[src/rtl/tmr_pkg.sv]
package tmr_pkg;
   typedef enum logic [1:0] {
      TM_PRESC  = 2'b00,
      TM_WIDE   = 2'b01,
      TM_RELOAD = 2'b10,
      TM_SPLIT  = 2'b11
   } tmr_mode_e;

   localparam int unsigned ADDR_W = 3;
   localparam logic [ADDR_W-1:0] A_CTRL = 3'd0;
   localparam logic [ADDR_W-1:0] A_MODE = 3'd1;
   localparam logic [ADDR_W-1:0] A_T0L  = 3'd2;
   localparam logic [ADDR_W-1:0] A_T0H  = 3'd3;
   localparam logic [ADDR_W-1:0] A_T1L  = 3'd4;
   localparam logic [ADDR_W-1:0] A_T1H  = 3'd5;
endpackage

[src/rtl/flag_cell.sv]
module flag_cell (
   input  logic clk,
   input  logic rst_n,
   input  logic hw_set,
   input  logic sw_wr,
   input  logic sw_val,
   input  logic ack,
   output logic q
);
   logic q_n;

   always_comb begin
      q_n = q;
      if (ack)    q_n = 1'b0;
      if (sw_wr)  q_n = sw_val;
      if (hw_set) q_n = 1'b1;
   end

   always_ff @(posedge clk or negedge rst_n) begin
      if (!rst_n) q <= 1'b0;
      else        q <= q_n;
   end

   assert_set_wins_R9: assert property (@(posedge clk) disable iff (!rst_n)
      hw_set |=> q);

   assert_ack_clear_R8: assert property (@(posedge clk) disable iff (!rst_n)
      (ack && !hw_set && !sw_wr) |=> !q);
endmodule

[src/rtl/timer_core.sv]
module timer_core
   import tmr_pkg::*;
#(
   parameter int unsigned BYTE_W   = 8,
   parameter int unsigned PRE_W    = 5,
   parameter bit          SPLIT_OK = 1'b1
) (
   input  logic              clk,
   input  logic              rst_n,
   input  logic              tick,
   input  logic              run_main,
   input  logic              run_aux,
   input  tmr_mode_e         mode,
   input  logic              wr_lo,
   input  logic              wr_hi,
   input  logic [BYTE_W-1:0] wr_data,
   output logic [BYTE_W-1:0] cnt_lo,
   output logic [BYTE_W-1:0] cnt_hi,
   output logic              wrap_main,
   output logic              wrap_aux
);
   localparam int unsigned PW = BYTE_W + PRE_W;
   localparam int unsigned FW = 2 * BYTE_W;
   localparam int unsigned ZW = BYTE_W - PRE_W;

   if (PRE_W == 0 || PRE_W >= BYTE_W) begin : g_bad_presc
      $error("timer_core: PRE_W must lie in 1..BYTE_W-1");
   end

   logic              hold, step_main, step_aux;
   logic [PW-1:0]     pre_cnt, pre_inc;
   logic [FW-1:0]     wide_cnt, wide_inc;
   logic [BYTE_W-1:0] lo_inc, lo_n, hi_n;
   logic [BYTE_W-1:0] sp_lo_n, sp_hi_n;
   logic              sp_lo_wrap, sp_hi_wrap;
   logic [BYTE_W-1:0] wr_masked;

   assign hold      = wr_lo | wr_hi;
   assign step_main = tick & run_main & ~hold;
   assign step_aux  = tick & run_aux & ~hold;
   assign pre_cnt   = {cnt_hi, cnt_lo[PRE_W-1:0]};
   assign pre_inc   = pre_cnt + 1'b1;
   assign wide_cnt  = {cnt_hi, cnt_lo};
   assign wide_inc  = wide_cnt + 1'b1;
   assign lo_inc    = cnt_lo + 1'b1;
   assign wr_masked = {{ZW{1'b0}}, wr_data[PRE_W-1:0]};

   if (SPLIT_OK) begin : g_split
      assign sp_lo_n    = step_main ? lo_inc : cnt_lo;
      assign sp_lo_wrap = step_main & (&cnt_lo);
      assign sp_hi_n    = step_aux ? (cnt_hi + 1'b1) : cnt_hi;
      assign sp_hi_wrap = step_aux & (&cnt_hi);
   end else begin : g_frozen
      assign sp_lo_n    = cnt_lo;
      assign sp_lo_wrap = 1'b0;
      assign sp_hi_n    = cnt_hi;
      assign sp_hi_wrap = 1'b0;
   end

   always_comb begin
      lo_n      = cnt_lo;
      hi_n      = cnt_hi;
      wrap_main = 1'b0;
      wrap_aux  = 1'b0;
      case (mode)
         TM_PRESC: if (step_main) begin
            lo_n      = {{ZW{1'b0}}, pre_inc[PRE_W-1:0]};
            hi_n      = pre_inc[PW-1:PRE_W];
            wrap_main = &pre_cnt;
         end
         TM_WIDE: if (step_main) begin
            {hi_n, lo_n} = wide_inc;
            wrap_main    = &wide_cnt;
         end
         TM_RELOAD: if (step_main) begin
            lo_n      = (&cnt_lo) ? cnt_hi : lo_inc;
            wrap_main = &cnt_lo;
         end
         default: begin
            lo_n      = sp_lo_n;
            hi_n      = sp_hi_n;
            wrap_main = sp_lo_wrap;
            wrap_aux  = sp_hi_wrap;
         end
      endcase
      if (wr_lo) lo_n = (mode == TM_PRESC) ? wr_masked : wr_data;
      if (wr_hi) hi_n = wr_data;
   end

   always_ff @(posedge clk or negedge rst_n) begin
      if (!rst_n) begin
         cnt_lo <= '0;
         cnt_hi <= '0;
      end else begin
         cnt_lo <= lo_n;
         cnt_hi <= hi_n;
      end
   end

   assert_presc_clear_R1: assert property (@(posedge clk) disable iff (!rst_n)
      (mode == TM_PRESC && (step_main || wr_lo)) |=> (cnt_lo[BYTE_W-1:PRE_W] == '0));

   assert_reload_R3: assert property (@(posedge clk) disable iff (!rst_n)
      (mode == TM_RELOAD && step_main && (&cnt_lo)) |=> (cnt_lo == $past(cnt_hi)));

   assert_hold_R6: assert property (@(posedge clk) disable iff (!rst_n)
      (!step_main && !step_aux && !hold) |=> ($stable(cnt_lo) && $stable(cnt_hi)));
endmodule

[src/rtl/dual_timer_unit.sv]
module dual_timer_unit
   import tmr_pkg::*;
#(
   parameter int unsigned BYTE_W = 8,
   parameter int unsigned PRE_W  = 5
) (
   input  logic                    clk,
   input  logic                    rst_n,
   input  logic                    tick,
   input  logic [1:0]              gate_en,
   input  logic [1:0]              ext_pin,
   input  logic                    wr_en,
   input  logic [ADDR_W-1:0]       wr_addr,
   input  logic [BYTE_W-1:0]       wr_data,
   input  logic [ADDR_W-1:0]       rd_addr,
   output logic [BYTE_W-1:0]       rd_data,
   input  logic [1:0]              int_ack,
   output logic [1:0]              irq_req
);
   localparam int unsigned N_TMR = 2;

   if (BYTE_W < 8) begin : g_bad_width
      $error("dual_timer_unit: BYTE_W must be at least 8");
   end

   logic [3:0]        ctrl_spare;
   logic [N_TMR-1:0]  run_q, flag_q, flag_set;
   tmr_mode_e         mode_q [N_TMR];
   logic [BYTE_W-1:0] lo_q [N_TMR];
   logic [BYTE_W-1:0] hi_q [N_TMR];
   logic [N_TMR-1:0]  wrap_main, wrap_aux, tw_lo, tw_hi;
   logic              wr_ctrl, wr_mode, split0;

   assign wr_ctrl = wr_en && (wr_addr == A_CTRL);
   assign wr_mode = wr_en && (wr_addr == A_MODE);
   assign split0  = (mode_q[0] == TM_SPLIT);

   always_ff @(posedge clk or negedge rst_n) begin
      if (!rst_n) begin
         ctrl_spare <= '0;
         run_q      <= '0;
         mode_q[0]  <= TM_PRESC;
         mode_q[1]  <= TM_PRESC;
      end else begin
         if (wr_ctrl) begin
            ctrl_spare <= wr_data[3:0];
            run_q      <= {wr_data[6], wr_data[4]};
         end
         if (wr_mode) begin
            mode_q[0] <= tmr_mode_e'(wr_data[1:0]);
            mode_q[1] <= tmr_mode_e'(wr_data[3:2]);
         end
      end
   end

   for (genvar i = 0; i < N_TMR; i++) begin : g_tmr
      localparam logic [ADDR_W-1:0] LO_A = (i == 0) ? A_T0L : A_T1L;
      localparam logic [ADDR_W-1:0] HI_A = (i == 0) ? A_T0H : A_T1H;

      assign tw_lo[i] = wr_en && (wr_addr == LO_A);
      assign tw_hi[i] = wr_en && (wr_addr == HI_A);

      timer_core #(
         .BYTE_W   (BYTE_W),
         .PRE_W    (PRE_W),
         .SPLIT_OK (i == 0)
      ) u_core (
         .clk       (clk),
         .rst_n     (rst_n),
         .tick      (tick),
         .run_main  (run_q[i] & (~gate_en[i] | ext_pin[i])),
         .run_aux   (run_q[1]),
         .mode      (mode_q[i]),
         .wr_lo     (tw_lo[i]),
         .wr_hi     (tw_hi[i]),
         .wr_data   (wr_data),
         .cnt_lo    (lo_q[i]),
         .cnt_hi    (hi_q[i]),
         .wrap_main (wrap_main[i]),
         .wrap_aux  (wrap_aux[i])
      );
   end

   assign flag_set[0] = wrap_main[0];
   assign flag_set[1] = split0 ? wrap_aux[0] : (wrap_main[1] | wrap_aux[1]);

   for (genvar i = 0; i < N_TMR; i++) begin : g_flag
      localparam int unsigned FB = (i == 0) ? 5 : 7;
      flag_cell u_flag (
         .clk    (clk),
         .rst_n  (rst_n),
         .hw_set (flag_set[i]),
         .sw_wr  (wr_ctrl),
         .sw_val (wr_data[FB]),
         .ack    (int_ack[i]),
         .q      (flag_q[i])
      );
   end

   assign irq_req = flag_q;

   always_comb begin
      rd_data = '0;
      case (rd_addr)
         A_CTRL: rd_data[7:0] = {flag_q[1], run_q[1], flag_q[0], run_q[0], ctrl_spare};
         A_MODE: rd_data[3:0] = {mode_q[1], mode_q[0]};
         A_T0L:  rd_data = lo_q[0];
         A_T0H:  rd_data = hi_q[0];
         A_T1L:  rd_data = lo_q[1];
         A_T1H:  rd_data = hi_q[1];
         default: rd_data = '0;
      endcase
   end

   assert_t1_frozen_R5: assert property (@(posedge clk) disable iff (!rst_n)
      (mode_q[1] == TM_SPLIT && !tw_lo[1] && !tw_hi[1]) |=> ($stable(lo_q[1]) && $stable(hi_q[1])));

   assert_split_tf1_R4: assert property (@(posedge clk) disable iff (!rst_n)
      (split0 && !wrap_aux[0] && !wr_ctrl && !flag_q[1]) |=> !flag_q[1]);
endmodule

[config.mk]
export PLATFORM = sky130hd
export DESIGN_NAME = dual_timer_unit
export DESIGN_NICKNAME = d
export VERILOG_FILES = /design/src/rtl/tmr_pkg.sv /design/src/rtl/flag_cell.sv /design/src/rtl/timer_core.sv /design/src/rtl/dual_timer_unit.sv
export SDC_FILE = /design/constraint.sdc
export NUM_CORES = 1
export LEC_CHECK = 0
export BUFFER_PORTS_ARGS = -buffer_cell sky130_fd_sc_hd__clkbuf_2
export CORE_MARGIN = 2
export CORE_UTILIZATION = 41
export DETAILED_ROUTE_END_ITERATION = 12
export GPL_TIMING_DRIVEN = 0
export HOLD_SLACK_MARGIN = 0.15
export PLACE_DENSITY = 0.71
export SLEW_MARGIN = 15
export SYNTH_ARGS = -nofsm -noshare
export SYNTH_HDL_FRONTEND = slang
export SYNTH_SLANG_ARGS = --single-unit
[constraint.sdc]
create_clock -name clk -period 2.1 [get_ports clk]
set_input_delay 0.42 -clock clk [delete_from_list [all_inputs] [get_ports clk]]
set_output_delay 0.42 -clock clk [all_outputs]
set_load 0.03 [all_outputs]
==> impl_metrics.tcl <==
set metrics [dict create \
    holdBufCountCts 0 \
    fill_cells 795 \
    grt_pass1_wl_um 18300 \
    status "finished, final reports clean" \
    power.internal_mw 2.17 \
    drt-pass1-iter-count 5 \
    finClkSkew_ns 0.00661 \
    path_class "reg2out" \
    slowest_stage "dfrtp_2" \
    p_clk_share_pct 13.0 \
    yosysSeqAreaShare_pct 31.2 \
    critPathRequiredTime_ns 1.68 \
    io_buffers 28 \
    syn_area_per_cell_um2 8.12 \
    drt_iter0_drc 367 \
    pwr-share-comb_pct 47.2 \
    clock_latency_ns 0.30 \
    yosys.area_share.simple_pct 25.4 \
    yosys_warnings 0 \
    grt_pass1_vias 3343 \
    peakVddDrop_mv 0.297 \
    final_nets 505 \
    post_dp_cell_area_um2 3830 \
    ant_nets 0 \
    wirelength_um 11700 \
    syn_area_um2 3530 \
    grt_use_total_pct 24.2 \
    finish.instance_area_um2 4130 \
    coreArea_um2 8300 \
    hpwlAfterDp_um 8190 \
    cts-root-buf "clkbuf_8" \
    cts_tree "built" \
    grt_max_degree 45 \
    seq_power_share_pct 39.8 \
    maxCapViolations 0 \
    final_layout_size_suffix_gt1_share_pct 22.0 \
    fin_setup_tns_ns 0 \
    synthAdderAreaFrac_pct 3.19 \
    clock_path_buffers 2 \
    fin_crit_sh_pct 97.1 \
    antenna_found_initial 0 \
    synth_nets 468 \
    crit_arrival_ns 1.62 \
    die_y_um 96.8 \
    synth-compound-area-share_pct 24.0 \
    cts_max_level 2 \
    vias 3691 \
    post-route-min-period_ns 2.04 \
    clock-sinks 44 \
    final_cell_mix "47 x nor2_1, 41 x dfrtp_1, 40 x nand2_1" \
    slew_viol_final 0 \
    fmax_mhz 491 \
    rrSetupSlack_ns 0.07 \
    ys_types 61 \
    crit_fanout 4 \
    swShare_pct 46.7 \
    synth_seq_cells 44 \
    p_leak_nw 1.59 \
    synth_top_family_by_area "simple AND/OR/NAND/NOR gates" \
    fp.dieW_um 96.8 \
    start_util_pct 42.5 \
    synth_xor_area_share_pct 3.97 \
    synth_top_flop_cell "dfrtp_1" \
    gr-total-overflow 0 \
    cts_buffers 5 \
    drc_errors 0 \
    cpPeakStageDelay_ns 0.44 \
    die_area_um2 9370 \
    layout_commonest_cell "nor2_1" \
    n_antenna_cell 0 \
    clkTransAtPathRegs_ns 0.09 \
    finalSetupViolCount 0 \
    end_kind "output port" \
    powerDensity_nw_per_um2 988 \
    place_congestion 0.947 \
    worstMarginPinSlew_ns 1.07 \
    ios 34 \
    async_reset_ff_share_pct 100 \
    worstPathCellList "buf_4, mux4_2, inv_1, o21ai_1, buf_2" \
    finalHoldViolCount 0 \
    p_sw_mw 1.91 \
    synth.mux.area_fraction_pct 6.91 \
    synth_cells 435 \
    syn_to_final_growth_pct 17.0 \
    fin_hold_ws_ns 0.303 \
    hold_path_class "in2async" \
    relSlewSlack_pct 28.9 \
    wire_per_inst_um 20.2 \
    cp-start-kind "flop" \
    synth_edf_count 0 \
    grt_setup_unrepaired "false" \
    rows 33 \
    viasPerCell 6.40 \
]
cells by family (layout without fill, tap and decap cells):
kind of cell             Yosys count  after routing
adder cells (fa/ha/maj)            9              9
AND/OR/NAND/NOR                  171            171
buffers and inverters             44             81
flip-flops                        44             44
XOR/XNOR                          16             16
multiplexers                      22             22
AO/OA/AOI/OAI                    129            129
layer usage:
metal | track usage (%) | vias to the layer above | part of all wire [%]
met5 | 0 | - | 0
met3 | 3.47 | 24 | 8.3
li1 | - | 1697 | -
met4 | 7.15 | 0 | 2.8
met2 | 37.4 | 190 | 44
met1 | 35.1 | 1780 | 45
per-stage QoR:
stage,util (%),power [mW],cells,setup WS (ns)
detailed placement,46.1,3.35,568,-0.300
floorplan,-,2.79,435,-0.0630
finish,49.8,4.08,577,0.0613
global route,49.8,4.35,577,0.000222
CTS,48.7,3.97,577,-0.0131
global placement,46.1,3.29,568,-0.281
power by group through the flow:
| stage | combinational, mW | sequential [mW] | clock, mW |
|---|---|---|---|
| after floorplan | 1.38 | 1.41 | 0 |
| after global placement | 1.73 | 1.56 | 0 |
| after detailed placement | 1.77 | 1.58 | 0 |
| after CTS | 1.86 | 1.57 | 0.540 |
| after global routing | 2.11 | 1.66 | 0.580 |
| final | 1.93 | 1.62 | 0.530 |
registers in the layout, summed over array words and instances, names as in the netlist:
| register | count |
|---|---|
| g_tmr.u_core.cnt_hi | 16 |
| g_tmr.u_core.cnt_lo | 16 |
| ctrl_spare | 4 |
| mode_q | 4 |
| g_flag.u_flag.q | 2 |
| run_q | 2 |
what timing repair did:
action                                  CTS  global route
pin swaps                                 0             4
endpoints found under the setup margin   29            28
setup buffers                             2             4
gates resized for setup                  30            24
final cells by class:
cell class | instances | area [um^2] | area share, %
Multi-Input combinational cell | 347 | 2410 | 58.3
Timing Repair Buffer | 34 | 191 | 4.63
Sequential cell | 44 | 1100 | 26.7
Inverter | 12 | 45.0 | 1.09
Tap cell | 105 | 131 | 3.18
Clock buffer | 6 | 72.6 | 1.76
Clock inverter | 1 | 5.00 | 0.121
Buffer | 28 | 171 | 4.15
worst paths after layout:
kind / start / endpoint / cells after the start
setup / recovery: mode_q[1]$_DFFE_PN0P_ / rd_data[3] / 5
max in group asynchronous: rst_n / mode_q[1]$_DFFE_PN0P_ / 1
hold / removal: rst_n / g_tmr[0].u_core.cnt_hi[7]$_DFFE_PN0P_ / 1
min in group clk: wr_data[6] / g_tmr[1].u_core.cnt_hi[6]$_DFFE_PN0P_ / 3
setup reg to reg: mode_q[1]$_DFFE_PN0P_ / g_tmr[1].u_core.cnt_hi[2]$_DFFE_PN0P_ / 8
hold reg to reg: ctrl_spare[1]$_DFFE_PN0P_ / ctrl_spare[1]$_DFFE_PN0P_ / 1
critical path: cells and delay by family, from the launching register on:
kind	cells	cell delay, ns
flops	1	0.44
mux	1	0.44
buf+inv	3	0.39
compound gates	1	0.05
synthesized netlist by cell type (10+ instances only):
cell type / number / area share, %
mux2i_1: 12 / 3.4
a211oi_1: 13 / 2.8
a31oi_1: 10 / 1.8
a21oi_1: 35 / 5.0
clkbuf_1: 21 / 2.2
inv_1: 12 / 1.3
nand2_1: 40 / 4.3
o21ai_0: 26 / 3.7
xnor2_1: 10 / 2.5
dfrtp_1: 44 / 31
nand3_1: 15 / 2.1
nor2_1: 47 / 5.0
nand4_1: 13 / 2.3
No activity file was read; power rests on OpenSTA's default activity.
